**src/rtl/psg_pkg.sv**
```systemverilog
package psg_pkg;
  parameter int unsigned ADDR_W = 32;
  parameter int unsigned DATA_W = 64;

  typedef enum logic [1:0] {
    SZ_B1 = 2'd0,
    SZ_B2 = 2'd1,
    SZ_B4 = 2'd2,
    SZ_B8 = 2'd3
  } xfer_size_e;

  typedef struct packed {
    logic [ADDR_W-1:0] addr;
    logic [DATA_W-1:0] wdata;
    xfer_size_e        size;
    logic              write;
    logic              secure;
    logic              user;
  } xfer_req_t;
endpackage

```
**src/rtl/psg_check.sv**
```systemverilog
module psg_check #(
  parameter int unsigned NUM_PORTS  = 16,
  parameter logic [NUM_PORTS-1:0] SEC_EXEMPT = '0,
  localparam int unsigned IDX_W = (NUM_PORTS > 1) ? $clog2(NUM_PORTS) : 1
) (
  input  logic [IDX_W-1:0]     port_i,
  input  logic                 secure_i,
  input  logic                 user_i,
  input  logic [NUM_PORTS-1:0] ns_own_i,
  input  logic [NUM_PORTS-1:0] unpriv_i,
  output logic                 pass_o
);
  logic [NUM_PORTS-1:0] port_ok;

  for (genvar p = 0; p < NUM_PORTS; p++) begin : g_port
    logic sec_ok, priv_ok;
    if (SEC_EXEMPT[p]) begin : g_exempt
      assign sec_ok = 1'b1;
    end else begin : g_checked
      assign sec_ok = (secure_i != ns_own_i[p]);
    end
    assign priv_ok    = !user_i || unpriv_i[p];
    assign port_ok[p] = sec_ok && priv_ok;
  end

  logic in_range;
  assign in_range = (32'(port_i) < NUM_PORTS);
  assign pass_o   = in_range && port_ok[port_i];
endmodule

```
**src/rtl/psg_irq.sv**
```systemverilog
module psg_irq (
  input  logic clk_i,
  input  logic rst_ni,
  input  logic viol_i,
  input  logic irq_en_i,
  input  logic irq_clr_i,
  output logic irq_o
);
  logic status_q;

  // clear wins over a same-cycle violation
  always_ff @(posedge clk_i or negedge rst_ni) begin
    if (!rst_ni)        status_q <= 1'b0;
    else if (irq_clr_i) status_q <= 1'b0;
    else if (viol_i)    status_q <= 1'b1;
  end

  assign irq_o = status_q && irq_en_i;


  set_chk: assert property (@(posedge clk_i) disable iff (!rst_ni)
    viol_i && !irq_clr_i |=> status_q);

  sticky_chk: assert property (@(posedge clk_i) disable iff (!rst_ni)
    status_q && !irq_clr_i |=> status_q);

  clr_chk: assert property (@(posedge clk_i) disable iff (!rst_ni)
    irq_clr_i |=> !irq_o);
endmodule

```
**src/rtl/psg_stage.sv**
```systemverilog
module psg_stage
  import psg_pkg::*;
#(
  parameter int unsigned NUM_PORTS = 16,
  localparam int unsigned IDX_W = (NUM_PORTS > 1) ? $clog2(NUM_PORTS) : 1
) (
  input  logic                 clk_i,
  input  logic                 rst_ni,
  input  logic                 req_valid_i,
  input  logic                 pass_i,
  input  logic [IDX_W-1:0]     port_i,
  input  xfer_req_t            req_i,
  input  logic                 blk_err_sel_i,
  output logic [NUM_PORTS-1:0] dn_sel_o,
  output xfer_req_t            dn_req_o,
  input  logic [DATA_W-1:0]    dn_rdata_i,
  input  logic                 dn_err_i,
  output logic                 rsp_valid_o,
  output logic [DATA_W-1:0]    rsp_rdata_o,
  output logic                 rsp_err_o
);
  logic             fwd_q, blk_q, blk_err_q;
  logic [IDX_W-1:0] port_q;
  xfer_req_t        req_q;

  always_ff @(posedge clk_i or negedge rst_ni) begin
    if (!rst_ni) begin
      fwd_q     <= 1'b0;
      blk_q     <= 1'b0;
      blk_err_q <= 1'b0;
      port_q    <= '0;
      req_q     <= '0;
    end else begin
      fwd_q     <= req_valid_i && pass_i;
      blk_q     <= req_valid_i && !pass_i;
      blk_err_q <= blk_err_sel_i;
      if (req_valid_i && pass_i) begin
        port_q <= port_i;
        req_q  <= req_i;
      end
    end
  end

  for (genvar p = 0; p < NUM_PORTS; p++) begin : g_sel
    assign dn_sel_o[p] = fwd_q && (32'(port_q) == p);
  end
  assign dn_req_o = req_q;

  always_ff @(posedge clk_i or negedge rst_ni) begin
    if (!rst_ni) begin
      rsp_valid_o <= 1'b0;
      rsp_rdata_o <= '0;
      rsp_err_o   <= 1'b0;
    end else begin
      rsp_valid_o <= fwd_q || blk_q;
      rsp_rdata_o <= fwd_q ? dn_rdata_i : '0;
      rsp_err_o   <= fwd_q ? dn_err_i : (blk_q && blk_err_q);
    end
  end


  blk_fwd_chk: assert property (@(posedge clk_i) disable iff (!rst_ni)
    (|dn_sel_o) |-> $past(req_valid_i && pass_i));

  sel_onehot_chk: assert property (@(posedge clk_i) disable iff (!rst_ni)
    $onehot0(dn_sel_o));

  rsp_lat_chk: assert property (@(posedge clk_i) disable iff (!rst_ni)
    req_valid_i |-> ##2 rsp_valid_o);

  blk_zero_chk: assert property (@(posedge clk_i) disable iff (!rst_ni)
    rsp_valid_o && $past(blk_q) |-> rsp_rdata_o == '0);
endmodule

```
**src/rtl/psg_gate.sv**
```systemverilog
module psg_gate
  import psg_pkg::*;
#(
  parameter int unsigned NUM_PORTS = 16,
  parameter logic [NUM_PORTS-1:0] SEC_EXEMPT = '0,
  localparam int unsigned IDX_W = (NUM_PORTS > 1) ? $clog2(NUM_PORTS) : 1
) (
  input  logic                 clk_i,
  input  logic                 rst_ni,
  input  logic                 req_valid_i,
  input  logic [IDX_W-1:0]     req_port_i,
  input  logic [ADDR_W-1:0]    req_addr_i,
  input  logic [DATA_W-1:0]    req_wdata_i,
  input  logic [1:0]           req_size_i,
  input  logic                 req_write_i,
  input  logic                 req_secure_i,
  input  logic                 req_user_i,
  output logic                 rsp_valid_o,
  output logic [DATA_W-1:0]    rsp_rdata_o,
  output logic                 rsp_err_o,
  output logic [NUM_PORTS-1:0] dn_sel_o,
  output logic [ADDR_W-1:0]    dn_addr_o,
  output logic [DATA_W-1:0]    dn_wdata_o,
  output logic [1:0]           dn_size_o,
  output logic                 dn_write_o,
  output logic                 dn_secure_o,
  output logic                 dn_user_o,
  input  logic [DATA_W-1:0]    dn_rdata_i,
  input  logic                 dn_err_i,
  input  logic [NUM_PORTS-1:0] cfg_ns_own_i,
  input  logic [NUM_PORTS-1:0] cfg_unpriv_i,
  input  logic                 blk_err_sel_i,
  input  logic                 irq_en_i,
  input  logic                 irq_clr_i,
  output logic                 irq_o
);
  logic      pass;
  xfer_req_t req, dn_req;

  assign req = '{addr: req_addr_i, wdata: req_wdata_i, size: xfer_size_e'(req_size_i),
                 write: req_write_i, secure: req_secure_i, user: req_user_i};

  psg_check #(.NUM_PORTS(NUM_PORTS), .SEC_EXEMPT(SEC_EXEMPT)) u_check (
    .port_i   (req_port_i),
    .secure_i (req_secure_i),
    .user_i   (req_user_i),
    .ns_own_i (cfg_ns_own_i),
    .unpriv_i (cfg_unpriv_i),
    .pass_o   (pass)
  );

  psg_stage #(.NUM_PORTS(NUM_PORTS)) u_stage (
    .clk_i         (clk_i),
    .rst_ni        (rst_ni),
    .req_valid_i   (req_valid_i),
    .pass_i        (pass),
    .port_i        (req_port_i),
    .req_i         (req),
    .blk_err_sel_i (blk_err_sel_i),
    .dn_sel_o      (dn_sel_o),
    .dn_req_o      (dn_req),
    .dn_rdata_i    (dn_rdata_i),
    .dn_err_i      (dn_err_i),
    .rsp_valid_o   (rsp_valid_o),
    .rsp_rdata_o   (rsp_rdata_o),
    .rsp_err_o     (rsp_err_o)
  );

  assign dn_addr_o   = dn_req.addr;
  assign dn_wdata_o  = dn_req.wdata;
  assign dn_size_o   = dn_req.size;
  assign dn_write_o  = dn_req.write;
  assign dn_secure_o = dn_req.secure;
  assign dn_user_o   = dn_req.user;

  psg_irq u_irq (
    .clk_i     (clk_i),
    .rst_ni    (rst_ni),
    .viol_i    (req_valid_i && !pass),
    .irq_en_i  (irq_en_i),
    .irq_clr_i (irq_clr_i),
    .irq_o     (irq_o)
  );


  user_blk_chk: assert property (@(posedge clk_i) disable iff (!rst_ni)
    req_valid_i && req_user_i && !cfg_unpriv_i[req_port_i] |=> dn_sel_o == '0);
endmodule

```
**config.mk**
```make
export PLATFORM = sky130hd
export DESIGN_NAME = psg_gate
export DESIGN_NICKNAME = d
export VERILOG_FILES = /design/src/rtl/psg_pkg.sv /design/src/rtl/psg_check.sv /design/src/rtl/psg_irq.sv /design/src/rtl/psg_stage.sv /design/src/rtl/psg_gate.sv
export SDC_FILE = /design/constraint.sdc
export NUM_CORES = 1
export LEC_CHECK = 0
export BUFFER_PORTS_ARGS = -buffer_cell sky130_fd_sc_hd__buf_2
export CAP_MARGIN = 15
export CORE_AREA = 2 2 151 153
export CTS_CLUSTER_DIAMETER = 30
export DETAILED_ROUTE_END_ITERATION = 10
export DIE_AREA = 0 0 153 155
export HOLD_SLACK_MARGIN = 0.08
export SLEW_MARGIN = 20
export SYNTH_ARGS = -nofsm -noshare
export SYNTH_HDL_FRONTEND = slang
export SYNTH_HIERARCHICAL = 1
export SYNTH_SLANG_ARGS = --single-unit
```
**constraint.sdc**
```tcl
create_clock -name clk_i -period 3.1 [get_ports clk_i]
set_clock_uncertainty 0.2 [all_clocks]
set_input_delay 0.31 -clock clk_i [delete_from_list [all_inputs] [get_ports clk_i]]
set_output_delay 0.31 -clock clk_i [all_outputs]
set_load 0.1 [all_outputs]
```
-- Word level (Yosys, flattened, before mapping)
Index checks and enable logic that the tools add are counted.
- multiplexer cells: 6
- magnitude comparators: 1
- reduce and logical (&&, ||, !) cells: 57
- eq/ne operators: 31
- operator list (cell ; count):
    $mux 64 ; 1
    $logic_and 1x1->1 ; 36
    $eq 4x4->1 const B ; 8
    $logic_or 1x1->1 ; 17
    $eq 4x3->1 const B ; 4
    $ne 1x1->1 ; 16
    $eq 4x2->1 const B ; 2
    $lt 4x5->1 const B ; 1
    $bmux 1 s4 ; 1
    $eq 4x1->1 const B ; 1
    $logic_not 4->1 ; 1
    $mux 1 ; 4
    $logic_not 1->1 ; 2
    $reduce_bool 2->1 ; 1
- bits of input ports: 208
- bits in registers: 175
- output and inout port bits: 184
- word-level logic and storage cells: 109

-- Depth between registers and ports, before layout
- depth after elaboration: 9
- depth in mapped cells: 11
- gate-level depth less buffers: 7

-- Cells and area by module
The synthesis kept the hierarchy.
- by module, submodules not included (module ; sequential area each (µm²) ; area each (µm²) ; cells an instance ; times used):
    psg_stage ; 4354.2 ; 6418.7 ; 396 ; 1
    psg_check ; 0.0 ; 415.4 ; 55 ; 1
    psg_irq ; 25.0 ; 41.3 ; 3 ; 1
    psg_gate ; 0.0 ; 13.8 ; 1 ; 1

-- Worst setup path before layout
OpenSTA, ideal clock, no wires.
- path type: register to output
- from: reg u_stage.port_q[3]
- to: out dn_sel_o[0]
- setup slack: -0.904 ns
- buffers on the path: 1
- arrival time: 3.494 ns
- stages on the path, launching flop included: 3
- data required time: 2.590 ns
- cells stage by stage: dfrtp_1 -> clkbuf_1 -> nor4_1
- longest elaborated chain between the ends: 2
- RTL lines (item ; RTL line ; source):
    from (decl) ; psg_stage.sv:23 ; logic [IDX_W-1:0] port_q;
    from (signal assigned) ; psg_stage.sv:38 ; port_q <= port_i;
    $logic_not 4->1 ; psg_stage.sv:45 ; assign dn_sel_o[p] = fwd_q && (32'(port_q) == p);
    $logic_and 1x1->1 ; psg_stage.sv:45 ;
    to (decl) ; psg_gate.sv:21 ; output logic [NUM_PORTS-1:0] dn_sel_o,
No other way between the ends.

-- Worst setup path after layout
- from: in req_user_i
- to: reg u_stage.req_q (netlist bit u_stage/dn_req_o[2])
- longest elaborated chain between the ends: 6
- elaborated cells between the ends (all ways): 36
- classes of those cells: mux (2); reduce/logical (34)
- RTL lines (item ; RTL line ; source):
    from (decl) ; psg_gate.sv:17 ; input logic req_user_i,
    $logic_not 1->1 * ; psg_check.sv:22 ; assign priv_ok = !user_i || unpriv_i[p];
    $logic_or 1x1->1 ; psg_check.sv:22 ;
    $logic_and 1x1->1 ; psg_check.sv:23 ; assign port_ok[p] = sec_ok && priv_ok;
    $bmux 1 s4 * ; psg_check.sv:28 ; assign pass_o = in_range && port_ok[port_i];
    $mux 1 (implied by the code) * ; psg_check.sv:28 ;
    named net pass ; psg_gate.sv:37 ; logic pass;
    $logic_and 1x1->1 * ; psg_stage.sv:37 ; if (req_valid_i && pass_i) begin
    to (signal assigned) ; psg_stage.sv:39 ; req_q <= req_i;
    to (decl) ; psg_stage.sv:24 ; xfer_req_t req_q;
The timed path passes the listed nets; every way through them passes the cells marked *. The select of a mux whose other input is x is not followed.
A chain may end at the register's enable or synchronous reset.

==> summary by stage <==
Outcome
The run finished with clean final reports.

Critical path
The critical path goes through dlygate4sd3_1 -> buf_2 -> inv_2 -> o21ai_0 -> o21ai_0 -> o211a_1 -> o32a_1 -> and2_4 -> buf_12 -> mux2_2. At the worst endpoint, the required time is 3.20 ns. The cell family contributing the most delay on the critical path is buffers and inverters. The arrival time of the worst setup path is 2.91 ns. The nature of the critical path endpoint is a flop. STA classifies the critical path startpoint as an input pin. The slowest cell on the critical path is sky130_fd_sc_hd__dlygate4sd3_1. The buffer and inverter count on the worst path is 4. In this design, the stage delay of the slowest critical-path cell is 0.55 ns. The cell repeated most along the worst path is sky130_fd_sc_hd__o21ai_0.

By startpoint and endpoint, the worst setup path is classified as in2reg. Of all nets on the critical path, the largest fanout is 44.

Floorplan
The total die area is 23700 µm². The effective utilization at floorplan is 31.0%. The number of placement rows is 55. During I/O placement, the number of pins put on the boundary was 392. The die span in x is 153 µm. The core area is 22200 µm². The height of the die is 155 µm.

Cells and area
The repair_antennas step left the layout with diodes totalling 0. Cells with a size suffix above 1 make up 53.1% of the layout. The most common library cell in the layout ignoring fill and taps is sky130_fd_sc_hd__buf_2. In the layout the commonest cells are sky130_fd_sc_hd__buf_2 (383), sky130_fd_sc_hd__dfrtp_1 (175), sky130_fd_sc_hd__dlygate4sd3_1 (171). The number of nets in the finished design is 1226. The final non-filler cell area is 11500 µm².

Cells fill 51.7% of the core in the end. Compared with the post-synthesis result, the final layout area differs by 66.9%.

Timing
The portion of the clock cycle consumed by the worst path in the final layout is 90.8%. Headroom to the max-slew limit came out at 60.0%. Setup violations remaining at the end of the flow were counted as 0. Timing would allow up to 355 MHz.

The slew at the pin with the worst max-slew slack is 0.600 ns. The worst path in the final design needs a cycle of 2.81 ns, including I/O delays and setup. Setup repair after global routing left no endpoint under its margin. Across all setup checks in the final design, the least slack found is 0.286 ns.

The count of endpoints failing hold in the final timing report was 0. The total count of max-transition violations in the final report is 0.

Power and ir drop
Combinational logic burns 46.3% of the power. In this run the power spent charging and discharging nets is 4.57 mW. In this run the static leakage power is 5.81 nW.

The proportion of power drawn by flip-flops and latches is 31.0%. The worst-case IR drop observed on VDD is 392 µV. The switching power share of the total is 49.5%. The clock network accounts for 22.7% of the total power. Power spread over the standard cell area amounts to 803 nW/µm². The internal power is 4.67 mW.

Logic synthesis
The number of different library cells used by synthesis comes to 41. The portion of synthesized cell area occupied by the leading cell type is 63.6%. A synthesized cell averages 15.1 µm².

The synthesis warning total is 6. The number of register bits inferred by synthesis is 175. The synthesized netlist net count is 663.

The post-synthesis instance total is 455. The cell taking the most area after synthesis is sky130_fd_sc_hd__dfrtp_1. The sequential-to-total area share from yosys stat is 63.6%. By area the synthesized netlist is led by sky130_fd_sc_hd__dfrtp_1 (64%), sky130_fd_sc_hd__mux2_2 (11%), sky130_fd_sc_hd__mux2_4 (8.5%). In this run the cell area of the synthesized design comes to 6890 µm².

Clock tree
The root cell of the clock tree is sky130_fd_sc_hd__clkbuf_16. For this design, the sink count on the clock tree is 175. TritonCTS built the clock tree. The clock transition at the registers of the reported paths is 0.07 ns. No sink is reached through more buffers than the 2 on the longest clock path. Clock latency on the worst-skew pair, taken at its later pin, is 0.42 ns. The buffer count from post-CTS setup fixing is 0. The number of levels the H-tree was split into is 4. TritonCTS created 17 clock buffers.

Global routing
The number of antenna violations at the first check in global routing came to 0. The global routing usage summed across all routing layers is 17.7%. The number of global-route vias before repair is 6165. Entering global routing, the biggest net connects 68 pins. The first global-routing pass estimated 33200 µm of wire.

Global routing finished with a remaining overflow of 0.

Route
In the routed design, unresolved DRC markers number 0. The vias per cell is 4.36. The overall via count from detail_route is 5733. The detailed router used layers up to and including met4. The routed design uses 1220 µm of met3 wire. The wire length per cell is 16.0 µm. The routed wire length is 21100 µm. After detailed routing, the met2 layer carries 11300 µm of wire. The residual antenna-violating net count after detailed routing is 0. The first detailed-routing pass ran for 4 iterations. The detailed router's first-iteration violation count is 281. The met1 routed wirelength after detailed routing is 8130 µm.

Place
Once placement finished, the instance area stood at 9210 µm². The setup slack at placement is 0.253 ns. The number of input and output port buffers inserted is 391.

The HPWL after detailed placement is 13900 µm. At the end of routability-driven placement, the weighted congestion stood at 0.798.

Flow run
The total of max-cap violations is 0.

Hold path
The min-delay analysis places its worst path in the category in2reg.
flip-flops by register name, indices dropped and copies added, names as in the netlist:
signal               flops
u_stage/rsp_valid_o      1
u_stage/dn_req_o       101
u_stage/rsp_err_o        1
u_stage/fwd_q            1
u_stage/blk_err_q        1
u_stage/blk_q            1
u_irq/status_q           1
u_stage/port_q           4
u_stage/rsp_rdata_o     64
what timing repair did:
action / in CTS / in global routing
resized for setup: 0 / 0
endpoints found under the hold margin: 226 / 0
hold buffers: 171 / 0
kinds of logic after synthesis:
family	synth area share [%]
DFF	63.6
buffers and inverters	3.32
AOI/OAI and AO/OA	3.74
and+or+nand+nor	8.55
xor gates and xnor gates	1.53
muxes	19.3
Yosys cell counts (all sizes together):
library cell,count
nand2b,3
nor2b,2
nor3,8
dfrtp,175
o32a,1
o21ba,1
o221ai,4
o211a,2
and2,66
clkbuf,9
inv,3
a21oi,4
o22ai,1
o211ai,6
o2111a,1
xor2,7
buf,18
o21ai,11
mux2,105
xnor2,5
o22a,1
nand2,4
nor2,8
nand3,2
nand3b,2
a211oi,1
a221oi,1
and3,1
or2,1
nor4,2
metrics by stage:
stage               total power [mW]  hold WS (ns)  instances  setup TNS, ns
finish                          9.24         0.148       1316              0
global route                    9.59         0.146       1316              0
CTS                             9.31         0.129       1316              0
detailed placement              7.00         0.139       1113              0
global placement                6.98         0.140       1113              0
floorplan                       6.26        -0.186        455          -2.91
worst register-to-register path: stages (launching register included):
cell                      delay, ns
sky130_fd_sc_hd__dfrtp_1       0.45
sky130_fd_sc_hd__buf_4         0.47
sky130_fd_sc_hd__o21ai_0       0.23
cell type report:
| class | count | area [µm²] |
|---|---|---|
| Fill cell | 1874 | 10700 |
| Sequential cell | 175 | 4380 |
| Timing Repair Buffer | 571 | 3880 |
| Multi-Input combinational cell | 250 | 2290 |
| Clock buffer | 18 | 439 |
| Tap cell | 285 | 357 |
| Clock inverter | 14 | 139 |
| Inverter | 3 | 11.3 |
power groups by stage:
stage	clock, mW	combinational [mW]	sequential [mW]
floorplan	0	0.687	5.57
global placement	0	4.08	2.89
detailed placement	0	4.11	2.90
CTS	2.17	4.28	2.86
global route	2.27	4.40	2.92
finish	2.10	4.28	2.86
layer usage:
layer | up-vias | global-route usage (%)
li1 | 2680 | -
met1 | 2782 | 20.1
met2 | 236 | 32.4
met3 | 35 | 4.46
met4 | 0 | 5.82
met5 | - | 0
path summary, 6_finish.rpt:
| path | from | end | slack, ns | depth (start not counted) |
|---|---|---|---|---|
| max in group asynchronous | rst_ni | u_stage/dn_req_o[70]$_DFFE_PN0P_ | 1.60 | 3 |
| worst min-delay path | req_port_i[1] | u_stage/port_q[1]$_DFFE_PN0P_ | 0.15 | 2 |
| worst max register to register | u_stage/fwd_q$_DFF_PN0_ | u_stage/rsp_err_o$_DFF_PN0_ | 1.60 | 2 |
| worst max-delay path | req_user_i | u_stage/dn_req_o[2]$_DFFE_PN0P_ | 0.29 | 10 |
| worst min register to register | u_irq/status_q$_DFFE_PN0P_ | u_irq/status_q$_DFFE_PN0P_ | 0.30 | 1 |
| min in group asynchronous | rst_ni | u_stage/rsp_rdata_o[33]$_DFF_PN0_ | 0.25 | 2 |
Power figures use the tool's default switching activity.
